**config.mk**
```make
export PLATFORM = sky130hd
export DESIGN_NAME = sdram_pre_sched
export DESIGN_NICKNAME = d
export VERILOG_FILES = /design/src/rtl/psched_pkg.sv /design/src/rtl/psched_limit_calc.sv /design/src/rtl/psched_bank_track.sv /design/src/rtl/psched_arbiter.sv /design/src/rtl/sdram_pre_sched.sv
export SDC_FILE = /design/constraint.sdc
export NUM_CORES = 1
export LEC_CHECK = 0
export BUFFER_PORTS_ARGS = -buffer_cell sky130_fd_sc_hd__buf_2
export CAP_MARGIN = 20
export CORE_UTILIZATION = 53
export CTS_BUF_LIST = sky130_fd_sc_hd__clkbuf_4 sky130_fd_sc_hd__clkbuf_8
export CTS_CLUSTER_SIZE = 10
export DETAILED_ROUTE_END_ITERATION = 16
export GPL_TIMING_DRIVEN = 0
export PLACE_DENSITY_LB_ADDON = 0.3
export SLEW_MARGIN = 20
export SYNTH_ARGS = -nofsm -noshare
export SYNTH_HDL_FRONTEND = slang
export SYNTH_SLANG_ARGS = --single-unit
```
**constraint.sdc**
```tcl
create_clock -name clk -period 7.55 [get_ports clk]
set_clock_uncertainty 0.05 [all_clocks]
set_input_delay 1.51 -clock clk [delete_from_list [all_inputs] [get_ports clk]]
set_output_delay 1.51 -clock clk [all_outputs]
set_load 0.02 [all_outputs]
```
**src/rtl/psched_pkg.sv**
```systemverilog
package psched_pkg;
    localparam int unsigned NBANK = 4;
    localparam int unsigned BA_W  = 2;

    typedef enum logic [2:0] {
        CMD_NOP = 3'b111,
        CMD_ACT = 3'b011,
        CMD_RD  = 3'b101,
        CMD_WR  = 3'b100,
        CMD_PRE = 3'b010
    } cmd_e;

    typedef struct packed {
        cmd_e            op;
        logic [BA_W-1:0] ba;
        logic            a10;
    } cmd_t;
endpackage

```
**src/rtl/psched_limit_calc.sv**
```systemverilog
// Turns one access into the number of edges its bank must wait before a
// precharge may be accepted (value loaded is limit minus one).
module psched_limit_calc #(
    parameter int unsigned MAX_BL = 8,
    parameter int unsigned TWR    = 2,
    parameter int unsigned BL_W   = $clog2(MAX_BL + 1),
    parameter int unsigned CNT_W  = $clog2(MAX_BL + TWR + 1)
) (
    input  logic [1:0]       cas_lat,
    input  logic             is_write,
    input  logic [BL_W-1:0]  burst,
    output logic [CNT_W-1:0] wait_cnt
);
    int cl;
    int bl;
    int last_beat;
    int earliest;

    always_comb begin
        cl        = (cas_lat == 2'd2) ? 2 : 3;
        bl        = (burst == '0) ? 1 : int'(burst);
        if (is_write) begin
            // data enters with the command; recovery counts from last beat
            last_beat = bl - 1;
            earliest  = last_beat + int'(TWR);
        end else begin
            // data leaves CL cycles after the command; close CL-1 early
            last_beat = cl + bl - 1;
            earliest  = last_beat - (cl - 1);
        end
        wait_cnt = CNT_W'(earliest - 1);
    end
endmodule

```
**src/rtl/psched_bank_track.sv**
```systemverilog
// One bank: open bit, pending auto-close and precharge countdown.
module psched_bank_track #(
    parameter int unsigned CNT_W = 4
) (
    input  logic             clk,
    input  logic             rst_n,
    input  logic             act_i,
    input  logic             acc_i,
    input  logic             acc_auto_i,
    input  logic [CNT_W-1:0] acc_wait_i,
    input  logic             pre_i,
    output logic             open_o,
    output logic             legal_o,
    output logic             busy_o
);
    typedef struct packed {
        logic             open;
        logic             apend;
        logic [CNT_W-1:0] cnt;
    } bank_st_t;

    bank_st_t st_d, st_q;
    logic     fire;

    always_comb begin
        st_d = st_q;
        fire = st_q.apend && (st_q.cnt == '0);

        if (st_q.cnt != '0) begin
            st_d.cnt = st_q.cnt - 1'b1;
        end
        if (acc_i && (acc_wait_i > st_d.cnt)) begin
            st_d.cnt = acc_wait_i;
        end

        if (fire) begin
            st_d.apend = 1'b0;
        end
        if (acc_i && acc_auto_i) begin
            st_d.apend = 1'b1;
        end

        if (act_i) begin
            st_d.open = 1'b1;
        end
        if (pre_i || fire) begin
            st_d.open = 1'b0;
        end
    end

    always_ff @(posedge clk) begin
        if (!rst_n) begin
            st_q <= '0;
        end else begin
            st_q <= st_d;
        end
    end

    assign open_o  = st_q.open;
    assign legal_o = (st_q.cnt == '0);
    assign busy_o  = st_q.apend;
endmodule

```
**src/rtl/psched_arbiter.sv**
```systemverilog
// Chooses at most one command per cycle: precharge, then access, then activate.
module psched_arbiter #(
    parameter int unsigned NB   = 4,
    parameter int unsigned BA_W = 2
) (
    input  logic            pre_valid,
    input  logic            pre_all,
    input  logic [BA_W-1:0] pre_bank,
    input  logic            acc_valid,
    input  logic [BA_W-1:0] acc_bank,
    input  logic            act_valid,
    input  logic [BA_W-1:0] act_bank,
    input  logic [NB-1:0]   bank_open,
    input  logic [NB-1:0]   bank_legal,
    input  logic [NB-1:0]   bank_busy,
    output logic [NB-1:0]   pre_mask,
    output logic            pre_ready,
    output logic            acc_ready,
    output logic            act_ready,
    output logic            pre_fire,
    output logic            acc_fire,
    output logic            act_fire
);
    always_comb begin
        pre_mask = '0;
        for (int i = 0; i < int'(NB); i++) begin
            pre_mask[i] = pre_all || (pre_bank == BA_W'(i));
        end
        pre_ready = &(bank_legal | ~pre_mask);
        pre_fire  = pre_valid && pre_ready;

        acc_ready = !pre_fire && bank_open[acc_bank] && !bank_busy[acc_bank];
        acc_fire  = acc_valid && acc_ready;

        act_ready = !pre_fire && !acc_fire && !bank_open[act_bank];
        act_fire  = act_valid && act_ready;
    end
endmodule

```
**src/rtl/sdram_pre_sched.sv**
```systemverilog
module sdram_pre_sched
    import psched_pkg::*;
#(
    parameter int unsigned MAX_BL = 8,
    parameter int unsigned TWR    = 2,
    parameter int unsigned BL_W   = $clog2(MAX_BL + 1)
) (
    input  logic            clk,
    input  logic            rst_n,
    input  logic [1:0]      cas_lat,
    input  logic            pre_valid,
    output logic            pre_ready,
    input  logic            pre_all,
    input  logic [1:0]      pre_bank,
    input  logic            acc_valid,
    output logic            acc_ready,
    input  logic            acc_write,
    input  logic [1:0]      acc_bank,
    input  logic [BL_W-1:0] acc_burst,
    input  logic            acc_auto,
    input  logic            act_valid,
    output logic            act_ready,
    input  logic [1:0]      act_bank,
    output logic            cmd_ras_n,
    output logic            cmd_cas_n,
    output logic            cmd_we_n,
    output logic [1:0]      cmd_ba,
    output logic            cmd_a10,
    output logic [3:0]      bank_open
);
    localparam int unsigned CNT_W = $clog2(MAX_BL + TWR + 1);

    logic [NBANK-1:0] open_w, legal_w, busy_w, pre_mask;
    logic             pre_fire, acc_fire, act_fire;
    logic [CNT_W-1:0] acc_wait;
    cmd_t             cmd_d, cmd_q;

    psched_limit_calc #(
        .MAX_BL(MAX_BL), .TWR(TWR), .BL_W(BL_W), .CNT_W(CNT_W)
    ) u_limit (
        .cas_lat (cas_lat),
        .is_write(acc_write),
        .burst   (acc_burst),
        .wait_cnt(acc_wait)
    );

    psched_arbiter #(.NB(NBANK), .BA_W(BA_W)) u_arb (
        .pre_valid (pre_valid),
        .pre_all   (pre_all),
        .pre_bank  (pre_bank),
        .acc_valid (acc_valid),
        .acc_bank  (acc_bank),
        .act_valid (act_valid),
        .act_bank  (act_bank),
        .bank_open (open_w),
        .bank_legal(legal_w),
        .bank_busy (busy_w),
        .pre_mask  (pre_mask),
        .pre_ready (pre_ready),
        .acc_ready (acc_ready),
        .act_ready (act_ready),
        .pre_fire  (pre_fire),
        .acc_fire  (acc_fire),
        .act_fire  (act_fire)
    );

    for (genvar b = 0; b < NBANK; b++) begin : g_bank
        psched_bank_track #(.CNT_W(CNT_W)) u_trk (
            .clk       (clk),
            .rst_n     (rst_n),
            .act_i     (act_fire && (act_bank == BA_W'(b))),
            .acc_i     (acc_fire && (acc_bank == BA_W'(b))),
            .acc_auto_i(acc_auto),
            .acc_wait_i(acc_wait),
            .pre_i     (pre_fire && pre_mask[b]),
            .open_o    (open_w[b]),
            .legal_o   (legal_w[b]),
            .busy_o    (busy_w[b])
        );
    end

    always_comb begin
        cmd_d.op  = CMD_NOP;
        cmd_d.ba  = '0;
        cmd_d.a10 = 1'b0;
        if (pre_fire) begin
            cmd_d.op  = CMD_PRE;
            cmd_d.ba  = pre_all ? '0 : pre_bank;
            cmd_d.a10 = pre_all;
        end else if (acc_fire) begin
            cmd_d.op  = acc_write ? CMD_WR : CMD_RD;
            cmd_d.ba  = acc_bank;
            cmd_d.a10 = acc_auto;
        end else if (act_fire) begin
            cmd_d.op  = CMD_ACT;
            cmd_d.ba  = act_bank;
        end
    end

    always_ff @(posedge clk) begin
        if (!rst_n) begin
            cmd_q <= '{op: CMD_NOP, ba: '0, a10: 1'b0};
        end else begin
            cmd_q <= cmd_d;
        end
    end

    assign {cmd_ras_n, cmd_cas_n, cmd_we_n} = cmd_q.op;
    assign cmd_ba    = cmd_q.ba;
    assign cmd_a10   = cmd_q.a10;
    assign bank_open = open_w;
endmodule

```
==> results.txt <==
- Entering global routing, the biggest net connects 11 pins.
* Kind of critical path: input port to output pin
* Clock-pin slew on the worst setup and hold paths: 0.07 ns
- Hold repair after CTS inserted 0 buffers.
* Endpoint of the worst-slack reg-to-reg timing path: g_bank[3].u_trk.st_q[1]
- Stage delay of the slowest cell on the critical path: 0.42 ns
- Family of cells with the greatest summed delay on the critical path: simple AND/OR/NAND/NOR gates
- The count of final hold-check violations is 0.
- Final period util: 0.618
- In the final layout, the share of cells above drive strength 1 is 0.174.
- Filler Cell Count: 375
* Max frequency: 0.214 GHz
* Ys Warns: 0
* Final layout net count: 357
- Across all register-to-register paths, the minimum setup slack is 4.59 ns.
- Setup repair after global routing left no endpoint under its margin.
- For this design the static power due to leakage is 1.21 nW.
* H-tree levels: 2
* Fin Setup TNS: 0 ns
* WP depth: 6
* CTS Root Cell: sky130_fd_sc_hd__clkbuf_8
- Register bit count reported by yosys: 30
- Num ports: 33
- Share of synthesized area occupied by flip-flops and latches: 0.257
* R2R depth: 10
- The number of antenna diodes in the final layout is 0.
- In the final routed layout, each cell accounts on average for 14.8 um.
* Path type of the worst min-delay path: register to register
- Internal power comes to 0.537 mW.
* Routed Wire Length: 5.44 mm
- The critical path starts at acc_bank[1].
- For this run, the share of the core covered by cells in the final layout is 0.642.
- Clock group share of total power: 0.166
- Die Wd: 68.4 um
* List of cells traversed by the critical path: buf_2, and2b_1, and3_1, o41a_1, nor3_1, buf_2
* CTS Sinks: 30
- The most used flip-flop cell after synthesis is sky130_fd_sc_hd__dfxtp_1.
- The detail route stage leaves a number of antenna-violating nets equal to 0.
- The number of nets handed over by synthesis was 324.
- Share of power burned in combinational logic: 0.599
- Power per unit of standard cell area: 371 nW/um2
- Following the worst setup path forward leads to its endpoint at act_ready.
- Switch share: 0.452
- The largest total area in the synthesized netlist belongs to sky130_fd_sc_hd__dfxtp_1.
* Row count: 23
* Final-report setup violation count: 0
* Number of global-route vias before repair: 1858
- The smallest clock period supported by the final layout is computed as 4.67 ns.
- Rel. slew slack: 0.663
- Final Slew Violations: 0
- CORE AREA: 4120 um2
- In this design, the critical path's most frequently occurring cell is sky130_fd_sc_hd__buf_2.
- For this configuration, the core starts out at a cell density of 0.569.
- The worst register-to-register path begins at g_bank[0].u_trk.st_q[0].
- DRC violations left: 0
* Synthesized area per cell: 8.27 um2
- Die outline area: 4680 um2
- Number of vias in the routed layout: 2144
* Transition time at the pin with the least slew margin: 0.506 ns
- Most numerous cell in the Yosys netlist: sky130_fd_sc_hd__nand2_1
* First-pass DRT Iterations: 5
- Status: finished clean
* Number of buffers and inverters on the critical path: 2
- STA classifies the critical path endpoint as an output pin.
- The first global-routing pass estimated 8.59 mm of wire.
- TritonCTS clock tree: done
- The longest clock path from root to sink contains 2 buffers.
* Final estimated routing congestion in global placement: 0.873
* TritonCTS Buffers: 5
- Synthesized cell area: 2340 um2
- Most instantiated cells after synthesis: sky130_fd_sc_hd__nand2_1, sky130_fd_sc_hd__dfxtp_1, sky130_fd_sc_hd__inv_1
- Of all nets on the critical path, the largest fanout is 10.
- At the later pin of the worst-skew pair, clock insertion delay measures 0.28 ns.
* Leftover overflow at the end of global routing: 0
- Unique cell type count in the Yosys netlist: 50
* Initial antenna violation count: 0
- Port buffering added 26 buffers.
* Sequential cell fraction of total power: 0.235
- Post-DP HPWL: 4.14 mm
- Arrival time of data at the critical path endpoint: 3.11 ns
* DRT iter0 DRCs: 209
- Vertical die dimension: 68.4 um
* Area growth, synth to finish: 12.9%
- Summed over all nets, the switching power comes to 0.442 mW.
- Using the TritonRoute via totals, the vias-per-cell ratio works out to 5.84.
* MaxCap Viol Count: 0
- The worst setup path is launched from an input port.
* Area share of the largest cell type after synthesis: 0.257
- Worst EP required: 5.99 ns
- Number of enable flip-flop cells after synthesis: 0
- Cell count after synthesis: 283
- Once the clock tree was built, the setup fixing pass inserted 0 buffers.
* # resized after CTS: 0
- Maximum vdd ir drop: 0.000234 V
* Main area contributors after synthesis: sky130_fd_sc_hd__dfxtp_1, sky130_fd_sc_hd__ha_1, sky130_fd_sc_hd__mux2i_1
* Fraction of registers with async set or reset after synthesis: 0
- Global-route usage over all layers: 0.252
- Master of the slowest instance on the critical path: sky130_fd_sc_hd__o41a_1
==> per-stage QoR <==
stage	power, mW	worst slack, ns	cells	cell area [um2]	hold slack (ns)
floorplan	0.676	2.96	283	2340	0.394
global placement	0.774	2.95	359	2530	0.405
detailed placement	0.802	2.92	359	2530	0.417
CTS	0.971	2.91	367	2640	0.429
global route	1.07	2.77	367	2640	0.441
finish	0.979	2.88	367	2640	0.427
==> routing by layer <==
layer | up-vias | part of all wire | track usage | routed length [um]
li1 | 1067 | - | - | -
met1 | 980 | 0.46 | 0.327 | 2480
met2 | 84 | 0.47 | 0.400 | 2550
met3 | 13 | 0.057 | 0.0650 | 310
met4 | 0 | 0.018 | 0.0859 | 97
met5 | - | 0 | 0 | 0
==> area by class of cell <==
| type | instances | area [um2] | area share |
|---|---|---|---|
| repair buffers | 26 | 130 | 0.0493 |
| plain buffers | 17 | 87.6 | 0.0332 |
| multi-input cells | 210 | 1550 | 0.588 |
| clock buffers | 5 | 68.8 | 0.0261 |
| inverters | 26 | 97.6 | 0.0369 |
| clock inverters | 3 | 40.0 | 0.0152 |
| well taps | 50 | 62.6 | 0.0237 |
| flip-flops and latches | 30 | 601 | 0.227 |
==> worst min-delay path, cell delays in order, from the launching register on <==
cell and delay, ns:
sky130_fd_sc_hd__dfxtp_1 0.31, sky130_fd_sc_hd__nand2_1 0.05, sky130_fd_sc_hd__a21boi_0 0.07
==> power groups by stage <==
stage | sequential, mW | combinational (mW) | clock [mW]
2_1_floorplan | 0.234 | 0.442 | 0
3_3_place_gp | 0.232 | 0.542 | 0
3_5_place_dp | 0.233 | 0.569 | 0
4_1_cts | 0.230 | 0.579 | 0.163
5_1_grt | 0.236 | 0.661 | 0.169
6_report | 0.230 | 0.587 | 0.162
==> layout by cell type (no fill, tap or decap), types with 4 or more instances in the layout <==
cell type,synthesis,final
sky130_fd_sc_hd__inv_1,26,26
sky130_fd_sc_hd__nor2b_1,11,11
sky130_fd_sc_hd__a21boi_0,5,5
sky130_fd_sc_hd__or3_1,4,4
sky130_fd_sc_hd__buf_2,7,33
sky130_fd_sc_hd__a211oi_1,5,5
sky130_fd_sc_hd__buf_4,4,4
sky130_fd_sc_hd__nor3_1,7,7
sky130_fd_sc_hd__nand2_1,32,32
sky130_fd_sc_hd__ha_1,21,21
sky130_fd_sc_hd__mux2i_1,13,13
sky130_fd_sc_hd__xnor2_1,5,5
sky130_fd_sc_hd__o21ai_0,14,14
sky130_fd_sc_hd__xor2_1,4,4
sky130_fd_sc_hd__dfxtp_1,30,30
sky130_fd_sc_hd__o211ai_1,4,4
sky130_fd_sc_hd__clkbuf_8,0,5
sky130_fd_sc_hd__a31oi_1,4,4
sky130_fd_sc_hd__and3_1,4,4
sky130_fd_sc_hd__or3b_1,4,4
sky130_fd_sc_hd__clkbuf_1,6,6
sky130_fd_sc_hd__nand3_1,9,9
sky130_fd_sc_hd__a21oi_1,13,13
sky130_fd_sc_hd__nor2_1,11,11
==> cells by family (layout without fill, tap and decap cells) <==
family,after synthesis,in the layout,share of synthesized area
flip-flops,30,30,0.257
multiplexers,14,14,0.0652
adder cells (fa/ha/maj),21,21,0.112
buffers and inverters,43,77,0.0791
XOR/XNOR,10,10,0.0455
AO/OA/AOI/OAI,67,67,0.222
AND/OR/NAND/NOR,98,98,0.219
==> flip-flops by register name, summed over array words and instances (netlist names) <==
register	flops
g_bank.u_trk.open_o	4
cmd_a10	1
cmd_we_n	1
g_bank.u_trk.busy_o	4
g_bank.u_trk.st_q	16
cmd_cas_n	1
cmd_ba	2
cmd_ras_n	1
==> worst min-delay path by stage <==
| stage | startpoint | endpoint | slack, ns | cells past startpoint |
|---|---|---|---|---|
| final | g_bank[3].u_trk.busy_o | g_bank[3].u_trk.busy_o | 0.43 | 2 |
| after global routing | g_bank[3].u_trk.busy_o | g_bank[3].u_trk.busy_o | 0.44 | 2 |
| after CTS | g_bank[3].u_trk.busy_o | g_bank[3].u_trk.busy_o | 0.43 | 2 |
| after detailed placement | g_bank[3].u_trk.busy_o | g_bank[3].u_trk.busy_o | 0.42 | 2 |
| after global placement | g_bank[3].u_trk.busy_o | g_bank[3].u_trk.busy_o | 0.41 | 2 |
| after floorplan | g_bank[3].u_trk.busy_o | g_bank[3].u_trk.busy_o | 0.39 | 2 |
(Power assumes the default switching activity.)
